--- config.mk ---
export PLATFORM = sky130hd
export DESIGN_NAME = regwin_ctrl
export DESIGN_NICKNAME = d
export VERILOG_FILES = /design/src/rtl/regwin_pkg.sv /design/src/rtl/regwin_step.sv /design/src/rtl/regwin_mask.sv /design/src/rtl/regwin_trap_entry.sv /design/src/rtl/regwin_ctrl.sv
export SDC_FILE = /design/constraint.sdc
export NUM_CORES = 1
export LEC_CHECK = 0
export BUFFER_PORTS_ARGS = -buffer_cell sky130_fd_sc_hd__buf_2
export CAP_MARGIN = 25
export CORE_MARGIN = 8
export CORE_UTILIZATION = 31
export DETAILED_ROUTE_END_ITERATION = 6
export PLACE_DENSITY = 0.71
export SYNTH_ARGS = -nofsm -noshare
export SYNTH_HDL_FRONTEND = slang
export SYNTH_HIERARCHICAL = 1
export SYNTH_SLANG_ARGS = --single-unit
--- constraint.sdc ---
create_clock -name clk_i -period 2.92 [get_ports clk_i]
set_input_delay 0.146 -clock clk_i [delete_from_list [all_inputs] [get_ports clk_i]]
set_output_delay 0.146 -clock clk_i [all_outputs]
set_load 0.03 [all_outputs]
--- src/rtl/regwin_pkg.sv ---
package regwin_pkg;
  localparam int MASK_W = 32;

  typedef enum logic [1:0] {
    TRAP_NONE = 2'd0,
    TRAP_OVF  = 2'd1,
    TRAP_UNF  = 2'd2
  } trap_e;
endpackage

--- src/rtl/regwin_step.sv ---
module regwin_step #(
  parameter int NWIN = 8,
  parameter int PW   = 3
) (
  input  logic [PW-1:0] cur_i,
  output logic [PW-1:0] dec_o,
  output logic [PW-1:0] inc_o
);
  localparam logic [PW-1:0] TOP = PW'(NWIN - 1);

  generate
    if ((1 << PW) == NWIN) begin : g_pow2
      // ring size matches the counter range: natural wrap
      assign dec_o = cur_i - 1'b1;
      assign inc_o = cur_i + 1'b1;
    end else begin : g_wrap
      assign dec_o = (cur_i == '0)  ? TOP : cur_i - 1'b1;
      assign inc_o = (cur_i == TOP) ? '0  : cur_i + 1'b1;
    end
  endgenerate
endmodule

--- src/rtl/regwin_mask.sv ---
module regwin_mask
  import regwin_pkg::*;
#(
  parameter int NWIN = 8
) (
  input  logic              clk_i,
  input  logic              rst_ni,
  input  logic              we_i,
  input  logic [MASK_W-1:0] wdata_i,
  output logic [MASK_W-1:0] q_o
);
  localparam logic [MASK_W-1:0] RST_VAL = MASK_W'(2);

  logic [MASK_W-1:0] live;

  genvar g;
  generate
    for (g = 0; g < MASK_W; g++) begin : g_live
      assign live[g] = (g < NWIN);
    end
  endgenerate

  always_ff @(posedge clk_i or negedge rst_ni) begin
    if (!rst_ni)   q_o <= RST_VAL & live;
    else if (we_i) q_o <= wdata_i & live;
  end
endmodule

--- src/rtl/regwin_trap_entry.sv ---
module regwin_trap_entry #(
  parameter int PW   = 3,
  parameter int XLEN = 32
) (
  input  logic            clk_i,
  input  logic            rst_ni,
  input  logic            enter_i,
  input  logic [PW-1:0]   win_i,
  input  logic [XLEN-1:0] pc_i,
  input  logic [XLEN-1:0] npc_i,
  output logic            we_o,
  output logic [PW-1:0]   win_o,
  output logic [XLEN-1:0] pc_o,
  output logic [XLEN-1:0] npc_o
);
  always_ff @(posedge clk_i or negedge rst_ni) begin
    if (!rst_ni) we_o <= 1'b0;
    else         we_o <= enter_i;
  end

  // payload only moves on entry; no reset needed
  always_ff @(posedge clk_i) begin
    if (enter_i) begin
      win_o <= win_i;
      pc_o  <= pc_i;
      npc_o <= npc_i;
    end
  end
endmodule

--- src/rtl/regwin_ctrl.sv ---
module regwin_ctrl
  import regwin_pkg::*;
#(
  parameter  int NWIN = 8,
  parameter  int XLEN = 32,
  localparam int PW   = (NWIN > 1) ? $clog2(NWIN) : 1
) (
  input  logic              clk_i,
  input  logic              rst_ni,
  input  logic              save_i,
  input  logic              restore_i,
  input  logic              trap_enter_i,
  input  logic [XLEN-1:0]   pc_i,
  input  logic [XLEN-1:0]   npc_i,
  input  logic              mask_we_i,
  input  logic [MASK_W-1:0] mask_wdata_i,
  output logic [PW-1:0]     cwp_o,
  output logic [MASK_W-1:0] mask_o,
  output logic [1:0]        trap_o,
  output logic              lr_we_o,
  output logic [PW-1:0]     lr_win_o,
  output logic [XLEN-1:0]   lr_pc_o,
  output logic [XLEN-1:0]   lr_npc_o
);
  logic [PW-1:0] cwp_q, cwp_d, tgt_dec, tgt_inc;
  trap_e         trap_q, trap_d;
  logic          dec_bad, inc_bad;

  regwin_step #(.NWIN(NWIN), .PW(PW)) i_step (
    .cur_i (cwp_q),
    .dec_o (tgt_dec),
    .inc_o (tgt_inc)
  );

  regwin_mask #(.NWIN(NWIN)) i_mask (
    .clk_i   (clk_i),
    .rst_ni  (rst_ni),
    .we_i    (mask_we_i),
    .wdata_i (mask_wdata_i),
    .q_o     (mask_o)
  );

  assign dec_bad = mask_o[tgt_dec];
  assign inc_bad = mask_o[tgt_inc];

  // priority: trap entry, then save, then restore
  always_comb begin
    cwp_d  = cwp_q;
    trap_d = TRAP_NONE;
    if (trap_enter_i) begin
      cwp_d = tgt_dec;
    end else if (save_i) begin
      if (dec_bad) trap_d = TRAP_OVF;
      else         cwp_d  = tgt_dec;
    end else if (restore_i) begin
      if (inc_bad) trap_d = TRAP_UNF;
      else         cwp_d  = tgt_inc;
    end
  end

  always_ff @(posedge clk_i or negedge rst_ni) begin
    if (!rst_ni) begin
      cwp_q  <= '0;
      trap_q <= TRAP_NONE;
    end else begin
      cwp_q  <= cwp_d;
      trap_q <= trap_d;
    end
  end

  regwin_trap_entry #(.PW(PW), .XLEN(XLEN)) i_entry (
    .clk_i   (clk_i),
    .rst_ni  (rst_ni),
    .enter_i (trap_enter_i),
    .win_i   (tgt_dec),
    .pc_i    (pc_i),
    .npc_i   (npc_i),
    .we_o    (lr_we_o),
    .win_o   (lr_win_o),
    .pc_o    (lr_pc_o),
    .npc_o   (lr_npc_o)
  );

  assign cwp_o  = cwp_q;
  assign trap_o = trap_q;
endmodule

==> key figures <==
Status
  • Status: finished, final reports clean

Min path
  • Hold depth: 2
  • Worst Hold Class: in -> reg
  • Worst Hold Path EP: i_mask/q_o[1]
  • Hold_sp: mask_wdata_i[1]

Cells and area
  • Final Non-Filler Cells: ~520
  • Area Growth Syn to Fin: 58.5%
  • Fillers: about 830
  • Layout cell share with drive strength beyond 1: roughly half
  • Antenna diodes: 0
  • Final #Nets: 485

GRT
  • Initial antenna violation count: 0
  • Largest net degree at the start of global routing: 65
  • Grt total ovfl: 0
  • Number of global-route vias before repair: between 2000 and 2500
  • First-pass GRT wire length: 13800 um
  • Gr usage total: 14.2%

Timing
  • Slew headroom: a little under half
  • RSZ-0062 raised after global routing: false
  • Final Critical Period: between 2 and 2.5 ns
  • Setup TNS: 0 ns
  • Worst-Margin Slew: slightly below 0.8 ns
  • Final setup vio count: 0
  • Max Slew Vio Count: 0
  • Fin crit share: a little over four fifths
  • Setup Skew: approximately 0.0047 ns
  • Max Fclk: ~400 MHz
  • Final Hold Viols: 0

Critical path
  • WP data arrival: ~2.7 ns
  • Worst EP required: about 3.2 ns
  • Worst R2R Path Depth: 8
  • R2R Setup Slk: roughly 0.44 ns
  • RR Startpoint: cwp_o[0]
  • Critical path launch point type: register
  • Reg-to-reg endpoint: cwp_o[2]
  • CP max FO: 11
  • Crit. End Element: register
  • Setup CP Type: reg -> reg

Synthesis
  • FF+latch count, synth: 81
  • YS warnings: 6
  • Cell count after synthesis: 146
  • Seq/Total Area, Yosys: 79.0%
  • Netlist Area Pre-Place: around 3000 um^2
  • Synth unique cells: 24
  • Syn_area_per_cell: 20.5 um^2

Route
  • Post-detailed-routing wire length: approximately 9300 um
  • Routed vias: between 2000 and 2500
  • Vias per inst: around 4.2
  • DRT Pass-1 Iters: 6
  • Final antenna-violating net count: 0
  • WL per Instance: approximately 18 um
  • Initial DRC Count: between 100 and 150
  • Residual DRC count: 0

Clock network
  • CTS tree: built
  • Clk_lat worst skew: 0.35 ns
  • Clock buffer count from CTS: 9
  • Clock buffer depth: 2
  • Clock transition at the registers of the reported paths: ~0.08 ns
  • Clock sinks: 81
  • Root Driver: clkbuf_8
  • H-tree Lvls: 3
  • Post-CTS resize count: 0

Power and ir drop
  • Maximum vdd drop: around 0.22 mV
  • Pwr Density: slightly above 700 nW/um^2
  • P_leak: 2.11 nW

Floorplanning
  • Boundary pin count: 207
  • Row count: 36
  • Area of the die: 13000 um^2
  • Initial Util: between 30 and 40%
  • Horiz. Die Dim: 114 um
  • Core area: ~9500 um^2
  • Die height: 114 um

Placement
  • Gpl congestion: approximately 0.80
  • Placed Instances: roughly 440
  • Buffers added on ports: approximately 160
  • Post-DP HPWL: 6190 um

Run
  • Max_cap viols: 0
[Yosys cell counts, drive strengths merged]
cell type,n,area (um^2)
mux2,16,210
dfstp,1,26.3
o41ai,1,16.3
and3,2,17.5
inv,3,11.3
buf,26,199
mux4,2,45.0
nor2b,1,6.26
nor3b,3,27.5
a2111oi,1,10.0
ha,2,25.0
dfrtp,13,325
edfxtp,67,2010
nor4,1,6.26
xor2,2,17.5
mux2i,2,20.0
conb,1,3.75
nor2,1,3.75
a21oi,1,8.76
[layout by cell type, fill, tap and decap left out, drive strengths merged, types with 2 or more instances in the layout]
| master | n |
|---|---|
| xor2 | 2 |
| conb | 24 |
| dlygate4sd3 | 68 |
| inv | 5 |
| mux2 | 16 |
| ha | 2 |
| nor3b | 3 |
| mux4 | 2 |
| dfrtp | 13 |
| clkbuf | 10 |
| and3 | 2 |
| buf | 159 |
| bufinv | 2 |
| mux2i | 2 |
| edfxtp | 67 |
[kinds of logic after synthesis]
kind of cell | share of synthesized area, %
multiplexers | 9.20
other | 0.125
buffers and inverters | 7.03
XOR/XNOR | 0.586
flip-flops | 79.0
AND/OR/NAND/NOR | 2.05
AO/OA/AOI/OAI | 1.17
adder cells (fa/ha/maj) | 0.836
[flip-flops by register name (all words and copies together), names as in the netlist]
register	flops
i_mask/q_o	8
i_entry/npc_o	32
i_entry/pc_o	32
i_entry/we_o	1
trap_o	2
i_entry/win_o	3
cwp_o	3
[worst max-delay path, stage by stage, from the launching register on]
cell and delay (ns):
dfrtp_1 0.40, inv_1 0.31, ha_1 0.35, inv_1 0.16, mux4_2 0.32, mux2i_1 0.18, nor3b_2 0.08, a21oi_2 0.21
mux2_1 0.35
[per-stage QoR]
stage / total power, W / hold slack, ns / setup slack (ns) / utilization (%) / area, um^2
6_report: 0.00340 / 0.0271 / 0.444 / 49.7 / 4740
2_1_floorplan: 0.00220 / -0.150 / 0.608 / - / 3080
3_5_place_dp: 0.00246 / 0.0736 / 0.435 / 40.3 / 3840
3_3_place_gp: 0.00244 / 0.0651 / 0.507 / 40.3 / 3840
4_1_cts: 0.00343 / 0.000662 / 0.427 / 49.7 / 4740
5_1_grt: 0.00357 / 0.00558 / 0.217 / 49.7 / 4740
[worst max-delay path by stage]
stage          startpoint  endpoint
2_1_floorplan    cwp_o[0]  cwp_o[0]
3_3_place_gp     cwp_o[0]  cwp_o[0]
3_5_place_dp     cwp_o[0]  cwp_o[0]
4_1_cts          cwp_o[0]  cwp_o[0]
5_1_grt          cwp_o[0]  cwp_o[2]
6_report         cwp_o[0]  cwp_o[2]
[power by group]
part | leakage, nW | internal, W | total (W) | switching [W]
combinational | 1.18 | 0.000398 | 0.00103 | 0.000636
sequential | 0.822 | 0.00141 | 0.00147 | 0.0000629
clock | 0.107 | 0.000486 | 0.000895 | 0.000409
[what timing repair did]
action	4_1_cts	5_1_grt
hold buffers	68	0
endpoints found under the hold margin	81	0
buffers inserted	0	0
endpoints found under the setup margin	0	0
[metal layers]
layer / wire length [um] / global-route usage [%] / vias up
li1: - / - / 969
met1: 3450 / 14.6 / 1056
met2: 4830 / 25.6 / 127
met3: 872 / 5.12 / 13
met4: 125 / 5.86 / 0
met5: 0 / 0 / -
[area by class of cell]
cell class | count | area, um^2 | area share [%]
clock buffers | 10 | 128 | 2.69
clock inverters | 6 | 90.1 | 1.90
inverters | 3 | 11.3 | 0.237
multi-input cells | 59 | 504 | 10.6
flip-flops and latches | 81 | 2360 | 49.8
well taps | 133 | 166 | 3.51
repair buffers | 227 | 1480 | 31.2
Power figures use the tool's default switching activity.
